File: config.mk
export PLATFORM = sky130hd
export DESIGN_NAME = irq_entry_seq
export DESIGN_NICKNAME = d
export VERILOG_FILES = /design/src/rtl/irq_entry_pkg.sv /design/src/rtl/irq_ack_unit.sv /design/src/rtl/irq_push_unit.sv /design/src/rtl/irq_entry_seq.sv
export SDC_FILE = /design/constraint.sdc
export NUM_CORES = 1
export LEC_CHECK = 0
export ABC_AREA = 1
export ABC_CLOCK_PERIOD_IN_PS = 2900
export BUFFER_PORTS_ARGS = -buffer_cell sky130_fd_sc_hd__buf_2
export CORE_MARGIN = 1.5
export CORE_UTILIZATION = 30
export CTS_BUF_LIST = sky130_fd_sc_hd__clkbuf_4 sky130_fd_sc_hd__clkbuf_8
export DETAILED_ROUTE_END_ITERATION = 8
export SYNTH_ARGS = -nofsm -noshare
export SYNTH_HDL_FRONTEND = slang
export SYNTH_SLANG_ARGS = --single-unit
File: constraint.sdc
create_clock -name clk -period 2.9 [get_ports clk]
set_input_delay 0.29 -clock clk [delete_from_list [all_inputs] [get_ports clk]]
set_output_delay 0.29 -clock clk [all_outputs]
set_load 0.005 [all_outputs]
File: src/rtl/irq_entry_pkg.sv
package irq_entry_pkg;
  parameter int TF_POS = 8;
  parameter int IF_POS = 9;

  typedef enum logic [2:0] {
    S_IDLE,
    S_ACK,
    S_PUSH_FL,
    S_CLR_FL,
    S_PUSH_CS,
    S_PUSH_IP,
    S_FIN
  } seq_state_e;

  typedef enum logic [1:0] {
    A_IDLE,
    A_ONE,
    A_GAP,
    A_TWO
  } ack_state_e;
endpackage

File: src/rtl/irq_ack_unit.sv
module irq_ack_unit
  import irq_entry_pkg::*;
#(
  parameter int VEC_W   = 8,
  parameter int ACK_LEN = 2
) (
  input  logic             clk,
  input  logic             rst,
  input  logic             start,
  input  logic [VEC_W-1:0] ack_data,
  output logic             strobe,
  output logic             lock,
  output logic [VEC_W-1:0] vec,
  output logic             fin
);
  localparam int CNT_W = (ACK_LEN < 2) ? 1 : $clog2(ACK_LEN);
  localparam logic [CNT_W-1:0] LAST = CNT_W'(ACK_LEN - 1);

  ack_state_e       st_q;
  logic [CNT_W-1:0] cnt_q;

  always_ff @(posedge clk) begin
    if (rst) begin
      st_q   <= A_IDLE;
      cnt_q  <= '0;
      strobe <= 1'b0;
      lock   <= 1'b0;
      vec    <= '0;
      fin    <= 1'b0;
    end else begin
      fin <= 1'b0;
      case (st_q)
        A_IDLE: begin
          if (start) begin
            strobe <= 1'b1;
            lock   <= 1'b1;
            cnt_q  <= '0;
            st_q   <= A_ONE;
          end
        end
        A_ONE: begin
          if (cnt_q == LAST) begin
            strobe <= 1'b0;
            cnt_q  <= '0;
            st_q   <= A_GAP;
          end else begin
            cnt_q <= cnt_q + 1'b1;
          end
        end
        A_GAP: begin
          strobe <= 1'b1;
          st_q   <= A_TWO;
        end
        default: begin
          if (cnt_q == LAST) begin
            strobe <= 1'b0;
            lock   <= 1'b0;
            vec    <= ack_data;
            fin    <= 1'b1;
            cnt_q  <= '0;
            st_q   <= A_IDLE;
          end else begin
            cnt_q <= cnt_q + 1'b1;
          end
        end
      endcase
    end
  end

  p_lock_covers_strobe_r4: assert property (@(posedge clk) disable iff (rst)
    strobe |-> lock);

  p_fin_pulse_r5: assert property (@(posedge clk) disable iff (rst)
    fin |=> !fin);
endmodule

File: src/rtl/irq_push_unit.sv
module irq_push_unit #(
  parameter int DATA_W = 16
) (
  input  logic              clk,
  input  logic              rst,
  input  logic              load,
  input  logic [DATA_W-1:0] load_sp,
  input  logic              start,
  input  logic [DATA_W-1:0] din,
  input  logic              ready,
  output logic              wr_en,
  output logic [DATA_W-1:0] addr,
  output logic [DATA_W-1:0] wdata,
  output logic [DATA_W-1:0] sp_cur,
  output logic              fin
);
  localparam logic [DATA_W-1:0] STEP = DATA_W'(2);

  always_ff @(posedge clk) begin
    if (rst) begin
      wr_en  <= 1'b0;
      addr   <= '0;
      wdata  <= '0;
      sp_cur <= '0;
      fin    <= 1'b0;
    end else begin
      fin <= 1'b0;
      if (load) begin
        sp_cur <= load_sp;
      end else if (start && !wr_en) begin
        wr_en  <= 1'b1;
        addr   <= sp_cur - STEP;
        wdata  <= din;
        sp_cur <= sp_cur - STEP;
      end else if (wr_en && ready) begin
        wr_en <= 1'b0;
        fin   <= 1'b1;
      end
    end
  end

  p_write_hold_r9: assert property (@(posedge clk) disable iff (rst)
    (wr_en && !ready) |=> (wr_en && $stable(addr) && $stable(wdata)));

  p_addr_is_sp_r8: assert property (@(posedge clk) disable iff (rst)
    wr_en |-> (addr == sp_cur));
endmodule

File: src/rtl/irq_entry_seq.sv
module irq_entry_seq
  import irq_entry_pkg::*;
#(
  parameter int DATA_W  = 16,
  parameter int VEC_W   = 8,
  parameter int ACK_LEN = 2
) (
  input  logic              clk,
  input  logic              rst,
  input  logic              irq_req,
  input  logic [DATA_W-1:0] flags_in,
  input  logic [DATA_W-1:0] cs_in,
  input  logic [DATA_W-1:0] ip_in,
  input  logic [DATA_W-1:0] sp_in,
  output logic              ack_strobe,
  output logic              bus_lock,
  input  logic [VEC_W-1:0]  ack_data,
  output logic              mem_wr_en,
  output logic [DATA_W-1:0] mem_addr,
  output logic [DATA_W-1:0] mem_wdata,
  input  logic              mem_ready,
  output logic              flags_wr_en,
  output logic [DATA_W-1:0] flags_wr_data,
  output logic              done,
  output logic [VEC_W-1:0]  done_vector,
  output logic [DATA_W-1:0] done_sp
);
  localparam logic [DATA_W-1:0] CLR_MASK =
    ~((DATA_W'(1) << TF_POS) | (DATA_W'(1) << IF_POS));

  seq_state_e        st_q;
  logic [DATA_W-1:0] fl_q, cs_q, ip_q;
  logic              accept;
  logic              ack_fin;
  logic [VEC_W-1:0]  ack_vec;
  logic              push_start;
  logic [DATA_W-1:0] push_din;
  logic              push_fin;
  logic [DATA_W-1:0] sp_cur;

  assign accept = (st_q == S_IDLE) && irq_req && flags_in[IF_POS];

  always_comb begin
    push_start = 1'b0;
    push_din   = fl_q;
    case (st_q)
      S_ACK:     begin push_start = ack_fin;  push_din = fl_q; end
      S_CLR_FL:  begin push_start = 1'b1;     push_din = cs_q; end
      S_PUSH_CS: begin push_start = push_fin; push_din = ip_q; end
      default:   begin push_start = 1'b0;     push_din = fl_q; end
    endcase
  end

  irq_ack_unit #(.VEC_W(VEC_W), .ACK_LEN(ACK_LEN)) u_ack (
    .clk      (clk),
    .rst      (rst),
    .start    (accept),
    .ack_data (ack_data),
    .strobe   (ack_strobe),
    .lock     (bus_lock),
    .vec      (ack_vec),
    .fin      (ack_fin)
  );

  irq_push_unit #(.DATA_W(DATA_W)) u_push (
    .clk     (clk),
    .rst     (rst),
    .load    (accept),
    .load_sp (sp_in),
    .start   (push_start),
    .din     (push_din),
    .ready   (mem_ready),
    .wr_en   (mem_wr_en),
    .addr    (mem_addr),
    .wdata   (mem_wdata),
    .sp_cur  (sp_cur),
    .fin     (push_fin)
  );

  always_ff @(posedge clk) begin
    if (rst) begin
      st_q          <= S_IDLE;
      fl_q          <= '0;
      cs_q          <= '0;
      ip_q          <= '0;
      flags_wr_en   <= 1'b0;
      flags_wr_data <= '0;
      done          <= 1'b0;
      done_vector   <= '0;
      done_sp       <= '0;
    end else begin
      flags_wr_en <= 1'b0;
      done        <= 1'b0;
      case (st_q)
        S_IDLE: begin
          if (accept) begin
            fl_q <= flags_in;
            cs_q <= cs_in;
            ip_q <= ip_in;
            st_q <= S_ACK;
          end
        end
        S_ACK:     if (ack_fin) st_q <= S_PUSH_FL;
        S_PUSH_FL: begin
          if (push_fin) begin
            flags_wr_en   <= 1'b1;
            flags_wr_data <= fl_q & CLR_MASK;
            st_q          <= S_CLR_FL;
          end
        end
        S_CLR_FL:  st_q <= S_PUSH_CS;
        S_PUSH_CS: if (push_fin) st_q <= S_PUSH_IP;
        S_PUSH_IP: begin
          if (push_fin) begin
            done        <= 1'b1;
            done_vector <= ack_vec;
            done_sp     <= sp_cur;
            st_q        <= S_FIN;
          end
        end
        default: st_q <= S_IDLE;
      endcase
    end
  end

  p_masked_no_ack_r2: assert property (@(posedge clk) disable iff (rst)
    (st_q == S_IDLE && !flags_in[IF_POS]) |=> !ack_strobe);

  p_no_strobe_during_write_r6: assert property (@(posedge clk) disable iff (rst)
    !(ack_strobe && mem_wr_en));

  p_flags_cleared_r7: assert property (@(posedge clk) disable iff (rst)
    flags_wr_en |-> (!flags_wr_data[TF_POS] && !flags_wr_data[IF_POS]));

  p_done_single_r10: assert property (@(posedge clk) disable iff (rst)
    done |=> !done);
endmodule

After elaboration in Yosys (flattened, before gate mapping)
Cells that the tools add are included.

Bits of input ports: 76. Register bits after elaboration: 155. Output and inout bits: 77. Logic and storage cells: 96.

Equality and inequality tests: 14. Add/sub/neg operators: 2. Reduce and logical (&&, ||, !) cells: 28. Multiplexer cells: 26. Bitwise gates (word level): 6.

Operators by type and width (number): $mux 16 (2); $pmux 16 s2 (1); $pmux 3 s6 (1); $reduce_and 2->1 (8); $sub 16x2->16 const B (1); $mux 3 (5); $ne 2x1->1 const B (5); $mux 1 (9); $eq 3x2->1 const B (2); $eq 3x3->1 const B (2); $mux 2 (3); $not 1->1 (6); $pmux 1 s2 (3); $pmux 2 s3 (1); $reduce_and 3->1 (2); $reduce_bool 2->1 (3); $reduce_or 2->1 (3); $reduce_or 3->1 (2); $reduce_and 5->1 (1); $logic_and 1x1->1 (4); $ne 2x2->1 const B (2); $reduce_or 4->1 (1); $eq 3x1->1 const B (1); $logic_not 3->1 (1); other kinds (7) (7).

Depth between registers and ports, before layout
Word-level depth: 5. Gate-level depth with buffers: 11. Mapped depth without buffers: 10.

Hierarchy
A second synthesis with hierarchy kept.

Cell total of the unflattened synthesis: 842. Area, all modules: 6333.6 um^2.

By module, submodules not included: irq_entry_seq (sequential area each 1821.7 um^2, cells each 456, area each 3550.9 um^2, times used 1); irq_push_unit (sequential area each 1001.0 um^2, cells each 309, area each 2199.6 um^2, times used 1); irq_ack_unit (sequential area each 280.3 um^2, cells each 77, area each 583.1 um^2, times used 1).

Worst setup path before layout
Ideal clock, no wire load.

Kind: register to register. Start point: reg st_q[2]. End point: reg flags_wr_data[10]. Period minus slack after synthesis: 1381 ps. Path slack: 1519 ps. Arrival: 1249 ps. Data required time: 2768 ps. Cell stages (with the launch flop): 7. Buffers on the path: 2. Library setup time: 132 ps. Cells stage by stage: dfxtp_1 > buf_4 > nor3_2 > nand2_1 > buf_2 > nand2_1 > a21oi_1.

Word-level cells in the longest chain between the ends: 2.

Ends and longest elaborated chain: start: declaration (line irq_entry_seq.sv:31) `seq_state_e st_q;`; start signal: assignment (line irq_entry_seq.sv:82) `st_q <= S_IDLE;`; start signal: assignment (line irq_entry_seq.sv:100) `st_q <= S_ACK;`; start signal: assignment (line irq_entry_seq.sv:103) `S_ACK: if (ack_fin) st_q <= S_PUSH_FL;`; $eq 3x2->1 (line irq_entry_seq.sv:94) `case (st_q)`; $reduce_and 2->1 (no line); end signal: assignment (line irq_entry_seq.sv:107) `flags_wr_data <= fl_q & CLR_MASK;`; end: declaration (line irq_entry_seq.sv:23) `output logic [DATA_W-1:0] flags_wr_data,`.

No other way between the ends. A chain may end at the register's enable or synchronous reset.

Worst setup path in the final report
Start point: reg st_q[2]. End point: reg fl_q[1].

Word-level cells in the longest chain between the ends: 4.

Ends and longest elaborated chain: $logic_not 3->1 (*) (line irq_entry_seq.sv:41, irq_entry_seq.sv:94); $logic_and 1x1->1 (2 in a row) (line irq_entry_seq.sv:41) `assign accept = (st_q == S_IDLE) && irq_req && flags_in[IF_POS];`; $reduce_and 2->1 (no line) (*); end signal: assignment (line irq_entry_seq.sv:97) `fl_q <= flags_in;`; end: declaration (line irq_entry_seq.sv:32) `logic [DATA_W-1:0] fl_q, cs_q, ip_q;`.

Every way passes the cells marked *; elsewhere a longest branch is shown, timed or not.

==> flow_summary.ini <==
[floorplanning]
coreArea_mm2 = 0.0204
io_pins = 153
initial_core_util_pct = 30.8
die_h_um = 148
dieArea_mm2 = 0.0218
die_x_um = 148
row_count = 52

[detailed_routing]
drt_wl_total_mm = 17.4
dr.pass1.iters = 5
drt_iter0_drc = 319
dr_total_vias = 5842
postRouteAntennaNets = 0
routed_via_density = 4.63
drt-wirelength-per-cell_um = 13.8
remaining_drc_errors = 0

[timing]
finalSetupTns_ps = 0
rsz0062_at_grt = false
post-route-period-util_pct = 69.8
layout_setup_ws_ps = 876
fin_skew_ps = 10.4
fin_hold_ws_ps = 81.6
tightest_slew_ps = 898
hold_viol = 0
setup_violations = 0
period_minus_slack_ps = 2020
slew_headroom_pct = 40.2
fmax_mhz = 494
final_max_slew_viol_count = 0

[critical_path]
crit_end = fl_q[1]
cp_data_required_time_ps = 3280
critical_path.startpoint_type = flop
r2r_start = st_q[2]
crit_fanout = 43
r2r_setup_slack_ps = 880
critPathLaunch = st_q[2]
critPathCaptureType = flop
reg2regPathDepth = 6
critPathKind = reg -> reg
worstReg2RegEnd = fl_q[1]
crit_arrival_ps = 2400

[power]
internal_power_uw = 3750
p_sw_share_pct = 35.8
powerDensity_mw_per_mm2 = 774
netSwitchingPower_uw = 2090
leakagePower_uw = 0.00328
power_frac_comb_pct = 28.7
peakVddDrop_mv = 0.352
power_frac_seq_pct = 44.2
p_clk_share_pct = 27.1

[synth]
yosys_warnings = 0
syn_inst = 853
synth_top_cell_by_area = dfxtp_1
synthTopCellsByArea = dfxtp_1 50%, nand2_1 11%, a21oi_1 10%
async_flop_share_pct = 0
synth-main-ff-cell = dfxtp_1
synthDominantCellAreaShare_pct = 49.5
synth-seq-cells = 155
ys_seq_area_share_pct = 49.5
ys_types = 30
synth_edf_count = 0
syn_avg_cell_area_um2 = 7.35
synth_area_mm2 = 0.00627

[place]
dpl.hpwl_mm = 12.2
gp_congestion = 0.837
port_buffers = 150
dp_slack_ps = 876

[clocking]
cts_sinks = 155
path_clk_slew_ps = 90
cts_buffers = 17
clock_path_buffers = 2
cts_htree_levels = 4
cts_resized = 0
cts_tree = built
cts_hold_buf = 0
postCtsSetupBuffers = 0
clock_latency_ps = 450
cts-root-buf = clkbuf_8

[global_route]
grtUsageTotal_pct = 16.0
grt_overflow = 0
grt_pass1_vias = 5291
grt_pass1_wl_mm = 27.5
antenna_found_initial = 0
grt_max_degree = 82

[status]
status = finished, final reports clean

[cells_and_area]
nFillCells = 2220
n_antenna_cell = 0
seq_area_mm2 = 0.00310
area_growth_pct = 20.5
drive_above_1_share_pct = 20.1
nNetsFinal = 1060
final_cell_mix = 191 x nand2_1, 155 x dfxtp_1, 150 x buf_2
multi_input_area_mm2 = 0.00265
final_common_cell = nand2_1

[run]
drv_cap = 0

[hold_path]
hold_class = in -> reg
-- critical path, cell delays in order, from the launching register on --
cell and delay (ps):
dfxtp_1 510, inv_1 160, nand3_4 260, buf_4 310, buf_4 400, o21ai_0 160, a21oi_1 150
-- synthesized netlist by cell type, types with 2 or more instances --
library cell  number
nand2_1          191
dfxtp_1          155
a21oi_1          130
o21ai_0           88
nor2_1            81
inv_1             68
nand3_1           57
clkbuf_1          22
buf_2             20
buf_4              9
ha_1               5
a31oi_1            2
and2_1             2
buf_6              2
inv_2              2
nor3_1             2
nor4_1             2
o211ai_1           2
o21bai_1           2
-- cell families after synthesis --
group | Yosys count | synth area share (%)
flip-flops | 155 | 49.5
XOR/XNOR | 2 | 0.279
other | 1 | 0.0598
AO/OA/AOI/OAI | 228 | 18.7
buffers and inverters | 123 | 8.54
adder cells (fa/ha/maj) | 5 | 0.998
AND/OR/NAND/NOR | 339 | 21.9
-- per-stage QoR --
stage               util (%)  instances  instance area, um2  total power, uW
floorplan                  -        854                6270             3840
global placement        35.3       1230                7180             4300
detailed placement      35.3       1230                7180             4320
CTS                     37.1       1261                7550             5900
global route            37.1       1261                7550             6250
finish                  37.1       1261                7550             5850
-- power by group through the flow --
stage          Clock [uW]  Sequential, uW  Combinational, uW
4_1_cts              1630            2580               1690
3_3_place_gp            0            2630               1670
5_1_grt              1710            2620               1920
2_1_floorplan           0            2590               1250
3_5_place_dp            0            2630               1690
6_report             1580            2580               1680
-- registers in the layout (all words and copies together), names as in the netlist, 2 cells and up --
signal	count
flags_wr_data	14
u_push.addr	16
u_push.wdata	16
st_q	3
done_vector	8
u_ack.vec	8
done_sp	16
ip_q	16
u_push.sp_cur	16
u_ack.st_q	2
cs_q	16
fl_q	16
-- cell type report --
cell class | count | area share, %
Sequential cell | 155 | 41.1
Multi-Input combinational cell | 576 | 35.0
Timing Repair Buffer | 159 | 11.0
Tap cell | 270 | 4.47
Inverter | 70 | 3.48
Clock buffer | 19 | 3.30
Clock inverter | 12 | 1.66
-- worst min-delay path by stage --
stage,start,end,slack (ps),cells after the start
finish,ip_in[12],ip_q[12],80,3
global route,ip_in[13],ip_q[13],60,3
CTS,ip_in[12],ip_q[12],50,3
detailed placement,cs_q[8],cs_q[8],440,2
global placement,cs_q[13],cs_q[13],440,2
floorplan,cs_q[10],cs_q[10],420,2
-- per-layer routing --
layer  up-vias  wire [um]  GRT usage, %
met5         -          0             0
met3        12        889          3.52
met2       150       8300          25.8
met4         0        141          4.95
met1      2665       8060          21.3
li1       3015          -             -
Power figures use the tool's default switching activity.
